### src/rtl/mdio_pkg.sv
package mdio_pkg;

  localparam int PREAMBLE_LEN = 32;
  localparam int ADDR_W       = 5;
  localparam int DATA_W       = 16;
  // start(2) + op(2) + phy + reg + turnaround(2) + data
  localparam int FRAME_BITS   = PREAMBLE_LEN + 6 + 2 * ADDR_W + DATA_W;
  localparam int TA_POS       = PREAMBLE_LEN + 4 + 2 * ADDR_W;
  localparam int DATA_POS     = TA_POS + 2;

  // control word bits 15:1, MSB first
  typedef struct packed {
    logic [ADDR_W-1:0] phy;
    logic [ADDR_W-1:0] regn;
    logic              spare;
    logic [2:0]        clk_sel;
    logic              wr;
  } ctrl_t;

  function automatic int unsigned mdc_ratio(input logic [2:0] code);
    case (code)
      3'd0:    return 42;
      3'd1:    return 62;
      3'd2:    return 16;
      3'd3:    return 26;
      3'd4:    return 102;
      default: return 124;
    endcase
  endfunction

endpackage

### src/rtl/mdio_clk_div.sv
module mdio_clk_div #(
  parameter int DIV_W = 8
) (
  input  logic             clk,
  input  logic             rst_n,
  input  logic             run,
  input  logic [DIV_W-1:0] ratio,
  output logic             mdc,
  output logic             rise_stb,
  output logic             fall_stb
);

  logic [DIV_W-1:0] cnt;
  logic [DIV_W-1:0] half;

  assign half     = ratio >> 1;
  assign rise_stb = run && (cnt == half - 1'b1);
  assign fall_stb = run && (cnt == ratio - 1'b1);

  always_ff @(posedge clk) begin
    if (!rst_n || !run) begin
      cnt <= '0;
      mdc <= 1'b0;
    end else if (fall_stb) begin
      cnt <= '0;
      mdc <= 1'b0;
    end else begin
      cnt <= cnt + 1'b1;
      if (rise_stb) mdc <= 1'b1;
    end
  end


  cnt_range_chk: assert property (@(posedge clk) disable iff (!rst_n)
    run |-> (cnt < ratio));


  rise_level_chk: assert property (@(posedge clk) disable iff (!rst_n)
    rise_stb |=> mdc);

endmodule

### src/rtl/mdio_frame_shifter.sv
module mdio_frame_shifter
  import mdio_pkg::*;
#(
  parameter int NBITS = FRAME_BITS,
  parameter int DW    = DATA_W
) (
  input  logic             clk,
  input  logic             rst_n,
  input  logic             start,
  input  logic [NBITS-1:0] frame_in,
  input  logic             is_read,
  input  logic             rise_stb,
  input  logic             fall_stb,
  input  logic             mdc,
  input  logic             mdio_i,
  output logic             mdio_o,
  output logic             mdio_oe,
  output logic [DW-1:0]    rd_data,
  output logic             done
);

  localparam int IDX_W = $clog2(NBITS + 1);
  localparam logic [IDX_W-1:0] LAST_IDX = IDX_W'(NBITS - 1);
  localparam logic [IDX_W-1:0] TA_IDX   = IDX_W'(TA_POS);
  localparam logic [IDX_W-1:0] DAT_IDX  = IDX_W'(DATA_POS);

  logic             active;
  logic             rd_q;
  logic [NBITS-1:0] sr;
  logic [IDX_W-1:0] idx;

  assign done    = active && fall_stb && (idx == LAST_IDX);
  assign mdio_oe = active && !(rd_q && idx >= TA_IDX);
  assign mdio_o  = mdio_oe && sr[NBITS-1];

  always_ff @(posedge clk) begin
    if (!rst_n) begin
      active  <= 1'b0;
      rd_q    <= 1'b0;
      sr      <= '0;
      idx     <= '0;
      rd_data <= '0;
    end else if (start) begin
      active <= 1'b1;
      rd_q   <= is_read;
      sr     <= frame_in;
      idx    <= '0;
    end else if (active) begin
      if (rise_stb && rd_q && idx >= DAT_IDX)
        rd_data <= {rd_data[DW-2:0], mdio_i};
      if (fall_stb) begin
        if (idx == LAST_IDX) begin
          active <= 1'b0;
        end else begin
          idx <= idx + 1'b1;
          sr  <= sr << 1;
        end
      end
    end
  end


  rd_release_chk: assert property (@(posedge clk) disable iff (!rst_n)
    (active && rd_q && idx >= TA_IDX) |-> !mdio_oe);


  mdio_edge_chk: assert property (@(posedge clk) disable iff (!rst_n)
    !$stable(mdio_o) |-> !mdc);

endmodule

### src/rtl/mdio_master_ctrl.sv
module mdio_master_ctrl
  import mdio_pkg::*;
#(
  parameter int DIV_W = 8
) (
  input  logic        clk,
  input  logic        rst_n,
  input  logic        reg_sel,
  input  logic        reg_wr,
  input  logic [15:0] reg_wdata,
  output logic [15:0] reg_rdata,
  output logic        mdc,
  input  logic        mdio_i,
  output logic        mdio_o,
  output logic        mdio_oe
);

  ctrl_t                  ctrl_q;
  ctrl_t                  ctrl_new;
  logic                   busy_q;
  logic [DATA_W-1:0]      data_q;
  logic                   ctrl_wr_ok;
  logic                   launch;
  logic                   done;
  logic                   rise_stb;
  logic                   fall_stb;
  logic [DATA_W-1:0]      rd_data;
  logic [FRAME_BITS-1:0]  frame;
  logic [DIV_W-1:0]       ratio;

  assign ctrl_new   = ctrl_t'(reg_wdata[15:1]);
  assign ctrl_wr_ok = reg_wr && !reg_sel && !busy_q;
  assign launch     = ctrl_wr_ok && reg_wdata[0];
  assign ratio      = DIV_W'(mdc_ratio(ctrl_q.clk_sel));

  always_comb begin
    frame = {{PREAMBLE_LEN{1'b1}}, 2'b01,
             ctrl_new.wr ? 2'b01 : 2'b10,
             ctrl_new.phy, ctrl_new.regn,
             ctrl_new.wr ? 2'b10 : 2'b11,
             ctrl_new.wr ? data_q : {DATA_W{1'b1}}};
  end

  always_ff @(posedge clk) begin
    if (!rst_n) begin
      ctrl_q <= '0;
      busy_q <= 1'b0;
      data_q <= '0;
    end else begin
      if (ctrl_wr_ok) ctrl_q <= ctrl_new;
      if (launch)    busy_q <= 1'b1;
      else if (done) busy_q <= 1'b0;
      if (done && !ctrl_q.wr)
        data_q <= rd_data;
      else if (reg_wr && reg_sel && !busy_q)
        data_q <= reg_wdata;
    end
  end

  assign reg_rdata = reg_sel ? data_q : {ctrl_q, busy_q};

  mdio_clk_div #(.DIV_W(DIV_W)) i_div (
    .clk      (clk),
    .rst_n    (rst_n),
    .run      (busy_q),
    .ratio    (ratio),
    .mdc      (mdc),
    .rise_stb (rise_stb),
    .fall_stb (fall_stb)
  );

  mdio_frame_shifter i_shift (
    .clk      (clk),
    .rst_n    (rst_n),
    .start    (launch),
    .frame_in (frame),
    .is_read  (!ctrl_new.wr),
    .rise_stb (rise_stb),
    .fall_stb (fall_stb),
    .mdc      (mdc),
    .mdio_i   (mdio_i),
    .mdio_o   (mdio_o),
    .mdio_oe  (mdio_oe),
    .rd_data  (rd_data),
    .done     (done)
  );


  busy_clear_chk: assert property (@(posedge clk) disable iff (!rst_n)
    done |=> !busy_q);


  ctrl_hold_chk: assert property (@(posedge clk) disable iff (!rst_n)
    (busy_q && reg_wr && !reg_sel) |=> (ctrl_q == $past(ctrl_q)));


  data_hold_chk: assert property (@(posedge clk) disable iff (!rst_n)
    (busy_q && reg_wr && reg_sel && !done) |=> (data_q == $past(data_q)));


  mdc_idle_chk: assert property (@(posedge clk) disable iff (!rst_n)
    !busy_q |-> !mdc);


  idle_release_chk: assert property (@(posedge clk) disable iff (!rst_n)
    !busy_q |-> !mdio_oe);

endmodule

### config.mk
export PLATFORM = sky130hd
export DESIGN_NAME = mdio_master_ctrl
export DESIGN_NICKNAME = d
export VERILOG_FILES = /design/src/rtl/mdio_pkg.sv /design/src/rtl/mdio_clk_div.sv /design/src/rtl/mdio_frame_shifter.sv /design/src/rtl/mdio_master_ctrl.sv
export SDC_FILE = /design/constraint.sdc
export NUM_CORES = 1
export LEC_CHECK = 0
export BUFFER_PORTS_ARGS = -buffer_cell sky130_fd_sc_hd__buf_2
export CAP_MARGIN = 20
export CORE_MARGIN = 2
export CORE_UTILIZATION = 25
export DETAILED_ROUTE_END_ITERATION = 7
export PLACE_DENSITY = 0.51
export SLEW_MARGIN = 30
export SYNTH_ARGS = -nofsm -noshare
export SYNTH_HDL_FRONTEND = slang
export SYNTH_SLANG_ARGS = --single-unit
### constraint.sdc
create_clock -name clk -period 3 [get_ports clk]
set_input_delay 0.3 -clock clk [delete_from_list [all_inputs] [get_ports clk]]
set_output_delay 0.3 -clock clk [all_outputs]
set_load 0.01 [all_outputs]
==> implementation parameters, run 1 <==
Parameter                              Value

Setup path
  Reg-to-Reg Start ... ctrl_q[1]$_SDFFE_PN0P_
  Setup crit end kind ... flop
  Critical path type ... reg -> reg
  Critical Path Source Type ... flop
  Worst path required time ... 3360 ps
  Top fanout value on the critical path ... 52
  Arrival @ worst endpoint ... 3110 ps
  Start point of the critical path ... ctrl_q[1]$_SDFFE_PN0P_

Hold path
  Worst hold path type ... in -> reg
  Min-Delay Startpoint ... mdio_i

Pwr
  Portion of total power attributed to sequential cells ... 43.7%
  Total chip power ... 4.19 mW
  Internal power component ... 3.15 mW
  Sw Ratio ... 25.0%
  Clock power frac ... 49.1%
  Proportion of power drawn by combinational gates ... 7.2%
  Sw Pwr ... 1.05 mW
  Power density normalized to cell area ... 595 mW/mm²
  Reported leakage power ... 2.72 nW
  Maximum VDD drop ... 362 µV

Global route
  Antenna violations before repair ... 0
  Via count of the first global-routing pass ... 4828
  Wire length of the first global-routing pass ... 26400 µm
  Remaining global-route overflow ... 0
  GRT Util Overall ... 12.8%
  Pin count of the biggest net entering global routing ... 53

Timing
  Setup repair after global routing missed its margin ... false
  Clock skew ... 10.2 ps
  Highest achievable clock rate ... 364 MHz
  Max-slew violation count ... 0
  Number of failing hold endpoints at the final stage ... 0
  Number of endpoints failing setup at the final stage ... 0
  Setup TNS ... 0 ps
  Worst Max-Slew Pin Slew ... 764 ps
  Shortest clock period the worst path allows after layout ... 2750 ps
  Tcrit/Tclk final ... 91.6%
  Relative slew slack ... 48.9%

Die
  Die width ... 159 µm
  Die boundary height ... 159 µm
  I/O pins ... 40
  Starting utilization of the core area ... 25.5%
  Floorplan die area ... 0.0252 mm²
  Core Footprint ... 0.0235 mm²
  Number of rows in the core area ... 56

Clocking
  Clock tree from TritonCTS ... done
  H-tree level count ... 4
  Clock Pin Slew Worst Setup and Hold Paths ... 60 ps
  Number of buffers created by CTS ... 17
  Clock latency at the later pin of the worst-skew pair ... 420 ps
  Post_cts resized ... 0
  Root buffer cell ... sky130_fd_sc_hd__clkbuf_16
  Hold bufs inserted after CTS ... 0
  Number of buffers on the longest clock path ... 2
  Buffers inserted by post-CTS timing repair ... 0
  Total number of clock tree sinks ... 130

Finish
  Antenna Cells ... 0
  Share of final-layout standard cells stronger than drive strength 1 ... 17.2%
  Fillcell total ... 2447
  Net count reported at finish ... 710
  Area grow syn2layout ... 17.5%

Routing
  Count of nets left with antenna violations after detail routing ... 0
  Via density ... 4.99
  Routed WL ... 15800 µm
  Iteration-0 DRC Markers ... 399
  Number of design rule violations left after detail routing ... 0
  First-pass detailed-route iteration total ... 5
  Final routed wire length divided by cell count ... 15.6 µm
  Vias post-DR ... 5079

Synthesis
  Area share of and/or/nand/nor cells after synthesis ... 19.5%
  Async set-or-reset flop fraction in the synthesized netlist ... 0%
  Flops & latches, synth ... 130
  Cell variety after synth ... 54
  Average cell area after synthesis ... 8.95 µm²
  Multiplexer share of the synthesized area ... 7.79%
  YS warnings ... 0
  Synthesized Nets ... 695
  Sequential fraction of the synthesis area ... 43.4%
  Most instantiated flip-flop cell in the synthesis netlist ... sky130_fd_sc_hd__dfxtp_1
  Largest family of logic cells by synthesized area ... compound AO/OA/AOI/OAI gates
  Netlist area before placement ... 0.00599 mm²
  Post-synthesis xor/xnor area fraction ... 1.61%
  Fraction of the mapped netlist area in compound gates ... 21.1%
  Synth Area in Adders ... 0.835%
  Post-synthesis cell count ... 670
  Number of synthesized flops with an enable pin ... 0

Flow run
  Max-cap violation count ... 0

Place
  Half-perimeter wire length after placement ... 10000 µm
  Final GP Congestion ... 0.751
  Total of buffers placed on input and output ports ... 39

Status
  Status ... finished clean
## registers in the layout (all words and copies together) (netlist names)
name             cells
data_q              16
i_shift.idx          7
busy_q               1
i_shift.sr          64
i_div.mdc            1
i_shift.rd_data     16
i_div.cnt            8
i_shift.rd_q         1
ctrl_q              15
i_shift.active       1
## metal layers
metal	track usage, %	up-vias	routed length (µm)
li1	-	2520	-
met2	19.7	88	7260
met1	17.6	2463	7970
met3	2.72	8	420
met5	0	-	0
met4	4.42	0	178
## cells in the mapped netlist (9+ instances only)
master	number	share of area, %
sky130_fd_sc_hd__a211oi_1	19	2.4
sky130_fd_sc_hd__a21oi_1	39	3.3
sky130_fd_sc_hd__a31oi_1	17	1.8
sky130_fd_sc_hd__buf_2	19	1.6
sky130_fd_sc_hd__clkbuf_1	36	2.3
sky130_fd_sc_hd__dfxtp_1	130	43
sky130_fd_sc_hd__inv_1	9	0.56
sky130_fd_sc_hd__mux2_2	13	2.4
sky130_fd_sc_hd__mux2i_1	32	5.3
sky130_fd_sc_hd__nand2_1	73	4.6
sky130_fd_sc_hd__nand3_1	18	1.5
sky130_fd_sc_hd__nand4_1	14	1.5
sky130_fd_sc_hd__nor2_1	24	1.5
sky130_fd_sc_hd__nor3_1	23	1.9
sky130_fd_sc_hd__o211ai_1	12	1.5
sky130_fd_sc_hd__o21ai_0	31	2.6
sky130_fd_sc_hd__o311a_1	34	5.7
sky130_fd_sc_hd__or3_1	34	3.5
## worst paths after layout
check	to	slack, ps	depth (start not counted)
worst min-delay path	i_shift.rd_data[0]$_SDFFE_PN0P_	130	3
worst min register to register	ctrl_q[12]$_SDFFE_PN0P_	450	2
worst max register to register	i_shift.sr[35]$_SDFFE_PN0P_	250	9
worst max-delay path	i_shift.sr[35]$_SDFFE_PN0P_	250	9
## cells by family after synthesis
logic type      after synthesis
simple gates                225
fa+ha+maj                     4
compound gates              179
buf+inv                      76
flops                       130
xor+xnor                     11
mux                          45
## power by group through the flow
stage / clock network (mW) / registers, mW / logic [mW]
2_1_floorplan: 0 / 1.85 / 0.214
3_3_place_gp: 0 / 1.87 / 0.300
3_5_place_dp: 0 / 1.87 / 0.301
4_1_cts: 2.11 / 1.83 / 0.302
5_1_grt: 2.19 / 1.84 / 0.333
6_report: 2.06 / 1.83 / 0.300
## cells in the final DEF, fill, tap and decap left out, types with 5 or more instances in the layout
cell type,netlist,routed
sky130_fd_sc_hd__nor4_1,7,7
sky130_fd_sc_hd__buf_4,7,23
sky130_fd_sc_hd__o22ai_1,5,5
sky130_fd_sc_hd__nor2_1,24,24
sky130_fd_sc_hd__xnor2_1,7,7
sky130_fd_sc_hd__nand2b_1,6,6
sky130_fd_sc_hd__clkinv_4,0,6
sky130_fd_sc_hd__clkbuf_16,0,17
sky130_fd_sc_hd__nor3_1,23,23
sky130_fd_sc_hd__mux2i_1,32,32
sky130_fd_sc_hd__a31oi_1,17,17
sky130_fd_sc_hd__inv_1,9,9
sky130_fd_sc_hd__or3_1,34,34
sky130_fd_sc_hd__o211ai_1,12,12
sky130_fd_sc_hd__buf_2,19,39
sky130_fd_sc_hd__o21ai_0,31,31
sky130_fd_sc_hd__o311a_1,34,34
sky130_fd_sc_hd__mux2_2,13,13
sky130_fd_sc_hd__nand3_1,18,18
sky130_fd_sc_hd__a211oi_1,19,19
sky130_fd_sc_hd__nand4_1,14,14
sky130_fd_sc_hd__and3_1,5,5
sky130_fd_sc_hd__nand2_1,73,73
sky130_fd_sc_hd__dfxtp_1,130,130
sky130_fd_sc_hd__a21oi_1,39,39
## per-stage QoR
step                hold slack, ps  cell area, µm²  utilization, %  setup WS (ps)  std cells
finish                         128            7040            30.0            253       1017
global route                   124            7040            30.0           31.9       1017
CTS                            112            7040            30.0            277       1017
detailed placement             445            6450            27.5            294        985
global placement               439            6450            27.5            352        985
floorplan                      434            5990               -            606        670
## area by class of cell
class | count | area (µm²) | share of cell area, %
multi-input cells | 464 | 3050 | 43.3
flip-flops and latches | 130 | 2600 | 37.0
clock buffers | 18 | 429 | 6.10
well taps | 319 | 399 | 5.67
repair buffers | 62 | 368 | 5.22
clock inverters | 14 | 156 | 2.22
inverters | 10 | 37.5 | 0.533
## critical path, cell delays in order, from the launching register on
cell and delay [ps]:
sky130_fd_sc_hd__dfxtp_1 550, sky130_fd_sc_hd__o21ai_0 180, sky130_fd_sc_hd__ha_1 350, sky130_fd_sc_hd__xnor2_1 140
sky130_fd_sc_hd__a211oi_2 350, sky130_fd_sc_hd__nand3_2 120, sky130_fd_sc_hd__buf_4 300, sky130_fd_sc_hd__nor2_2 160
sky130_fd_sc_hd__buf_4 300, sky130_fd_sc_hd__o311a_1 210
No activity file was read; power rests on OpenSTA's default activity.
==> run 2, diff against run 1 <==
Settings changed: BUFFER_PORTS_ARGS -buffer_cell sky130_fd_sc_hd__buf_2 to -buffer_cell sky130_fd_sc_hd__buf_4.
==> run 2 against run 1 <==
Compared with the run above: non-clock buffer count increased by 1; global-route usage decreased by 0.38 points; utilization increased by 0.65 points; register-to-register slack improved by 40 ps; sequential power about the same; largest cell class unchanged; highest routed layer unchanged.
==> implementation parameters, run 2 (synthesis gave the netlist of run 1 again) <==
Parameter                              Value

Setup path
  R2R cell count ... 9 (unchanged)
  Critical path type ... reg -> reg
  Top fanout value on the critical path ... 20 (-62%)
  Critical Path Most Common Cell ... sky130_fd_sc_hd__buf_4
  Terminus of the critical flop-to-flop path ... i_shift.sr[62]$_SDFFE_PN0P_
  Reg-to-Reg Start ... ctrl_q[1]$_SDFFE_PN0P_
  Register-to-Register Setup Slack ... 290 ps (+40 ps)
  Setup crit end kind ... flop
  Worst path required time ... 3360 ps (about the same)
  Critical Path Source Type ... flop
  Crit-path max cell delay ... 540 ps (about the same)
  Critical-path top delay cell ... sky130_fd_sc_hd__dfxtp_1
  Crit-path cells ... o21ai_0 > ha_1 > xnor2_1 > a211oi_2 > nand3_4 > buf_4 > nor2_2 > buf_4 > o311a_1
  Arrival @ worst endpoint ... 3070 ps (-40 ps)

Die
  Number of rows in the core area ... 56 (unchanged)
  Core Footprint ... 0.0235 mm² (unchanged)
  Die width ... 159 µm (unchanged)
  Floorplan die area ... 0.0252 mm² (unchanged)
  Starting utilization of the core area ... 25.5% (unchanged)
  I/O pins ... 40 (unchanged)
  Die boundary height ... 159 µm (unchanged)

Hold path
  Min-Delay Startpoint ... mdio_i
  Worst Hold Endpoint ... i_shift.rd_data[0]$_SDFFE_PN0P_
  Hold path cells ... 3 (unchanged)
  Worst hold path type ... in -> reg

Pwr
  Maximum VDD drop ... 433 µV (+20%)
  Internal power component ... 3.24 mW (+3.0%)
  Sw Pwr ... 1.05 mW (+0.34%)
  Sw Ratio ... 24.5% (-0.49 points)
  Clock power frac ... 50.0% (+0.9 points)
  Reported leakage power ... 2.75 nW (+1.2%)
  Portion of total power attributed to sequential cells ... 42.7% (-1.0 points)
  Total chip power ... 4.29 mW (+2.3%)
  Power density normalized to cell area ... 596 mW/mm² (+0.17%)
  Proportion of power drawn by combinational gates ... 7.4% (+0.2 points)

Place
  Final GP Congestion ... 0.751 (about the same)
  Placement Cell Area ... 0.00657 mm² (+1.8%)
  Total of buffers placed on input and output ports ... 39 (unchanged)
  Half-perimeter wire length after placement ... 10000 µm (-0.11%)
  Worst setup slack before clock tree synthesis ... 215 ps (-79.3 ps)
  DP Cell Count ... 986 (+0.10%)

Routing
  Final routed wire length divided by cell count ... 15.4 µm (-1.2%)
  Number of design rule violations left after detail routing ... 0 (unchanged)
  First-pass detailed-route iteration total ... 6 (+1)
  Via density ... 4.95 (-0.87%)
  Vias post-DR ... 5040 (-0.77%)
  Count of nets left with antenna violations after detail routing ... 0 (unchanged)
  Iteration-0 DRC Markers ... 374 (-6.3%)
  Routed WL ... 15600 µm (-1.1%)

Finish
  Count of non-filler cells in the finished layout ... 1018 (+0.098%)
  Fillcell total ... 2479 (+1.3%)
  Share of final-layout standard cells stronger than drive strength 1 ... 17.5% (+0.26 points)
  Net count reported at finish ... 711 (+0.14%)
  Max FFs per register ... 64 (unchanged)
  Register containing the most flip-flops in the final layout ... i_shift.sr
  Antenna Cells ... 0 (unchanged)
  Most common cell after layout, fill and taps aside ... sky130_fd_sc_hd__dfxtp_1
  Area grow syn2layout ... 20.0%
  Combined area of the multi-input logic cells ... 0.00306 mm² (+0.49%)
  Design Area, Final ... 0.00719 mm² (+2.2%)
  FF/Latch Area ... 0.00260 mm² (unchanged)
  Final core utilization ... 30.6% (+0.65 points)
  Top Registers ... i_shift.sr: 64 flops, data_q: 16 flops, i_shift.rd_data: 16 flops
  Commonest cells after routing, fill and taps aside ... 130 x sky130_fd_sc_hd__dfxtp_1, 73 x sky130_fd_sc_hd__nand2_1, 62 x sky130_fd_sc_hd__buf_4

Global route
  Pin count of the biggest net entering global routing ... 60 (+13%)
  GRT Util Overall ... 12.4% (-0.38 points)
  Wire length of the first global-routing pass ... 25700 µm (-2.5%)
  Antenna violations before repair ... 0 (unchanged)
  Via count of the first global-routing pass ... 4809 (-0.39%)
  Remaining global-route overflow ... 0 (unchanged)

Clocking
  H-tree level count ... 4 (unchanged)
  Post_cts resized ... 0 (unchanged)
  Number of buffers created by CTS ... 17 (unchanged)
  Buffers inserted by post-CTS timing repair ... 0 (unchanged)
  Hold bufs inserted after CTS ... 0 (unchanged)
  Clock tree from TritonCTS ... done
  Root buffer cell ... sky130_fd_sc_hd__clkbuf_16
  Number of buffers on the longest clock path ... 2 (unchanged)
  Clock Pin Slew Worst Setup and Hold Paths ... 60 ps (about the same)
  Clock latency at the later pin of the worst-skew pair ... 420 ps (about the same)
  Total number of clock tree sinks ... 130 (unchanged)

Timing
  Tcrit/Tclk final ... 90.3% (-1.3 points)
  Number of failing hold endpoints at the final stage ... 0 (unchanged)
  Max-slew violation count ... 0 (unchanged)
  Setup TNS ... 0 ps (unchanged)
  Shortest clock period the worst path allows after layout ... 2710 ps (-38.7 ps)
  Final hold slack ... 127 ps (-0.799 ps)
  Highest achievable clock rate ... 369 MHz (+1.4%)
  Setup repair after global routing missed its margin ... false
  Number of endpoints failing setup at the final stage ... 0 (unchanged)
  Final worst slack ... 292 ps (+38.7 ps)
  Relative slew slack ... 50.6% (+1.7 points)
  Clock skew ... 12.0 ps (+1.77 ps)
  Worst Max-Slew Pin Slew ... 739 ps (-25.4 ps)

Flow run
  Max-cap violation count ... 0 (unchanged)

Status
  Status ... finished clean
run 2: layout make-up:
type / instances / area share, %
Multi-Input combinational cell: 464 / 42.6
Sequential cell: 130 / 36.2
Timing Repair Buffer: 63 / 6.75
Clock buffer: 17 / 5.91
Tap cell: 319 / 5.55
Clock inverter: 15 / 2.50
Inverter: 10 / 0.522
run 2: power groups by stage:
stage / clock network, mW / registers (mW) / logic, mW
after CTS: 2.19 / 1.83 / 0.318
after floorplan: 0 / 1.85 / 0.214
after global placement: 0 / 1.87 / 0.316
final: 2.14 / 1.83 / 0.316
after detailed placement: 0 / 1.87 / 0.316
after global routing: 2.26 / 1.84 / 0.349
run 2: worst max-delay path by stage:
stage                             endpoint  slack [ps]  cells after the start              startpoint
6_report       i_shift.sr[62]$_SDFFE_PN0P_         290                      9  ctrl_q[1]$_SDFFE_PN0P_
3_3_place_gp   i_shift.sr[55]$_SDFFE_PN0P_         260                      9  ctrl_q[1]$_SDFFE_PN0P_
2_1_floorplan  i_shift.idx[3]$_SDFFE_PP0P_         610                     11  ctrl_q[3]$_SDFFE_PN0P_
4_1_cts        i_shift.sr[50]$_SDFFE_PN0P_         200                      9  ctrl_q[1]$_SDFFE_PN0P_
5_1_grt        i_shift.sr[62]$_SDFFE_PN0P_          10                      9  ctrl_q[1]$_SDFFE_PN0P_
3_5_place_dp   i_shift.sr[53]$_SDFFE_PN0P_         210                      9  ctrl_q[1]$_SDFFE_PN0P_
run 2: routing by layer:
layer	vias to the layer above	share of wire [%]	GRT usage, %	wire, µm
met5	-	0	0	0
met4	0	1.5	4.42	240
met3	16	3.5	2.64	554
met2	93	45	18.9	7090
met1	2408	50	17.2	7750
li1	2523	-	-	-
run 2: worst max-delay path: cells and delay by family (launching register included):
kind | cells | cell delay, ps
buffers and inverters | 2 | 490
AND/OR/NAND/NOR | 2 | 360
AO/OA/AOI/OAI | 3 | 760
flip-flops | 1 | 540
adder cells (fa/ha/maj) | 1 | 350
XOR/XNOR | 1 | 150
==> run 3, diff against run 2 <==
Settings changed: CORE_MARGIN 2 to default, CTS_CLUSTER_SIZE from default to 30.
==> run 3 against run 2 <==
Compared with the run above: count of clock-buffer cells in the layout grew 1; design area shrank 1.1%; final cell count shrank 0.29%; utilization shrank 0.35 points; fmax grew 1.6%; via count is essentially flat; non-clock buffer count shrank 2; die area shrank 2.5%; register-to-register slack gained 40 ps; wire length grew 0.43%; critical path type unchanged.
==> implementation parameters, run 3 (synthesis gave the netlist of run 1 again) <==
Parameter                              Value

Status
  Status ... finished clean

Setup path
  Worst path required time ... 3340 ps (-20 ps)
  Crit-path cells ... o21ai_0 > ha_1 > xnor2_1 > a211oi_2 > and2_1 > nand3_2 > a211oi_1
  Start point of the critical path ... ctrl_q[1]$_SDFFE_PN0P_
  Critical Path Source Type ... flop
  Last element of the critical path ... data_q[11]$_SDFFE_PN0P_
  Critical-path top delay cell ... sky130_fd_sc_hd__dfxtp_1
  Setup crit end kind ... flop
  Reg-to-Reg Start ... ctrl_q[1]$_SDFFE_PN0P_
  Critical path type ... reg -> reg
  Terminus of the critical flop-to-flop path ... data_q[11]$_SDFFE_PN0P_
  Top fanout value on the critical path ... 16 (-20%)
  Crit-path max cell delay ... 550 ps (about the same)
  Register-to-Register Setup Slack ... 330 ps (+40 ps)
  R2R cell count ... 7 (-2)
  Arrival @ worst endpoint ... 3000 ps (-70 ps)

Die
  Die width ... 157 µm (-1.3%)
  Core Footprint ... 0.0235 mm² (unchanged)
  Die boundary height ... 157 µm (-1.3%)
  Starting utilization of the core area ... 25.5% (unchanged)
  Floorplan die area ... 0.0246 mm² (-2.5%)
  Number of rows in the core area ... 56 (unchanged)
  I/O pins ... 40 (unchanged)

Routing
  Routed WL ... 15700 µm (+0.43%)
  Vias post-DR ... 5043 (+0.060%)
  Via density ... 4.97 (+0.36%)
  Iteration-0 DRC Markers ... 307 (-18%)
  First-pass detailed-route iteration total ... 5 (-1)
  Number of design rule violations left after detail routing ... 0 (unchanged)
  Count of nets left with antenna violations after detail routing ... 0 (unchanged)
  Final routed wire length divided by cell count ... 15.5 µm (+0.73%)

Finish
  Antenna Cells ... 0 (unchanged)
  Commonest cells after routing, fill and taps aside ... 130 x sky130_fd_sc_hd__dfxtp_1, 73 x sky130_fd_sc_hd__nand2_1, 61 x sky130_fd_sc_hd__buf_4
  Register containing the most flip-flops in the final layout ... i_shift.sr
  Top Registers ... i_shift.sr: 64 flops, data_q: 16 flops, i_shift.rd_data: 16 flops
  Max FFs per register ... 64 (unchanged)
  Net count reported at finish ... 709 (-0.28%)
  Most common cell after layout, fill and taps aside ... sky130_fd_sc_hd__dfxtp_1
  Area grow syn2layout ... 18.7%
  Share of final-layout standard cells stronger than drive strength 1 ... 17.1% (-0.36 points)

Pwr
  Total chip power ... 4.16 mW (-2.9%)
  Power density normalized to cell area ... 585 mW/mm² (-1.8%)
  Maximum VDD drop ... 430 µV (-0.73%)
  Reported leakage power ... 2.72 nW (-1.3%)

Timing
  Tcrit/Tclk final ... 88.9% (-1.4 points)
  Number of endpoints failing setup at the final stage ... 0 (unchanged)
  Highest achievable clock rate ... 375 MHz (+1.6%)
  Worst Max-Slew Pin Slew ... 749 ps (+10.1 ps)
  Number of failing hold endpoints at the final stage ... 0 (unchanged)
  Setup TNS ... 0 ps (unchanged)
  Shortest clock period the worst path allows after layout ... 2670 ps (-42.5 ps)
  Max-slew violation count ... 0 (unchanged)
  Relative slew slack ... 49.9% (-0.67 points)
  Clock skew ... 12.9 ps (+0.907 ps)
  Setup repair after global routing missed its margin ... false

Clocking
  Buffers inserted by post-CTS timing repair ... 0 (unchanged)
  Number of buffers created by CTS ... 17 (unchanged)
  Root buffer cell ... sky130_fd_sc_hd__clkbuf_16
  H-tree level count ... 4 (unchanged)
  Clock latency at the later pin of the worst-skew pair ... 430 ps (about the same)
  Hold bufs inserted after CTS ... 0 (unchanged)
  Clock tree from TritonCTS ... done
  Number of buffers on the longest clock path ... 2 (unchanged)
  Post_cts resized ... 0 (unchanged)
  Total number of clock tree sinks ... 130 (unchanged)
  Clock Pin Slew Worst Setup and Hold Paths ... 70 ps (about the same)

Hold path
  Worst hold path type ... in -> reg

Global route
  Remaining global-route overflow ... 0 (unchanged)
  Via count of the first global-routing pass ... 4965 (+3.2%)
  Pin count of the biggest net entering global routing ... 61 (+1.7%)
  Wire length of the first global-routing pass ... 26000 µm (+1.1%)
  Antenna violations before repair ... 0 (unchanged)
  GRT Util Overall ... 13.5% (+1.1 points)

Place
  Final GP Congestion ... 0.733 (-2.4%)
  Half-perimeter wire length after placement ... 9970 µm (-0.38%)
  Total of buffers placed on input and output ports ... 39 (unchanged)

Flow run
  Max-cap violation count ... 0 (unchanged)
-- run 3: cell count changes in the layout (fill, tap and decap cells not counted), sizes merged --
| cell | previous run | this run |
|---|---|---|
| buf | 63 | 61 |
| bufinv | 3 | 1 |
| clkbuf | 17 | 18 |
-- run 3: cell type report --
type,count,area (µm²)
fillers,2503,16400
multi-input cells,464,3050
flip-flops and latches,130,2600
repair buffers,61,458
clock buffers,18,439
well taps,319,399
clock inverters,13,128
inverters,10,37.5
-- run 3: metrics by stage --
step	std cells	util [%]	setup WS, ps	hold slack, ps	area [µm²]
finish	1015	30.3	334	129	7110
global placement	984	27.9	409	439	6550
floorplan	670	-	606	434	5990
detailed placement	984	27.9	339	446	6550
global route	1015	30.3	97.3	130	7110
CTS	1015	30.3	315	115	7110
-- run 3: worst min-delay path by stage --
stage | start | slack, ps | end | cells past startpoint
6_report | reg_wdata[5] | 130 | ctrl_q[4]$_SDFFE_PN0P_ | 3
5_1_grt | mdio_i | 130 | i_shift.rd_data[0]$_SDFFE_PN0P_ | 3
4_1_cts | reg_wdata[5] | 110 | ctrl_q[4]$_SDFFE_PN0P_ | 3
3_5_place_dp | ctrl_q[12]$_SDFFE_PN0P_ | 450 | ctrl_q[12]$_SDFFE_PN0P_ | 2
3_3_place_gp | ctrl_q[9]$_SDFFE_PN0P_ | 440 | ctrl_q[9]$_SDFFE_PN0P_ | 2
2_1_floorplan | ctrl_q[10]$_SDFFE_PN0P_ | 430 | ctrl_q[10]$_SDFFE_PN0P_ | 2
-- run 3: critical path: cells and delay by family, from the launching register on --
family,cells,cell delay (ps)
DFF,1,550
and+or+nand+nor,2,660
xor gates and xnor gates,1,140
adders and majority gates,1,350
AOI/OAI and AO/OA,3,870
-- run 3: power breakdown --
part | internal (mW) | switching [mW]
sequential | 1.79 | 0.0382
clock | 1.17 | 0.846
combinational | 0.132 | 0.184
-- run 3: per-layer routing --
layer	wire length, µm	GRT usage (%)
met1	7760	18.1
met2	7290	20.9
met3	487	3.24
met4	175	4.81
met5	0	0
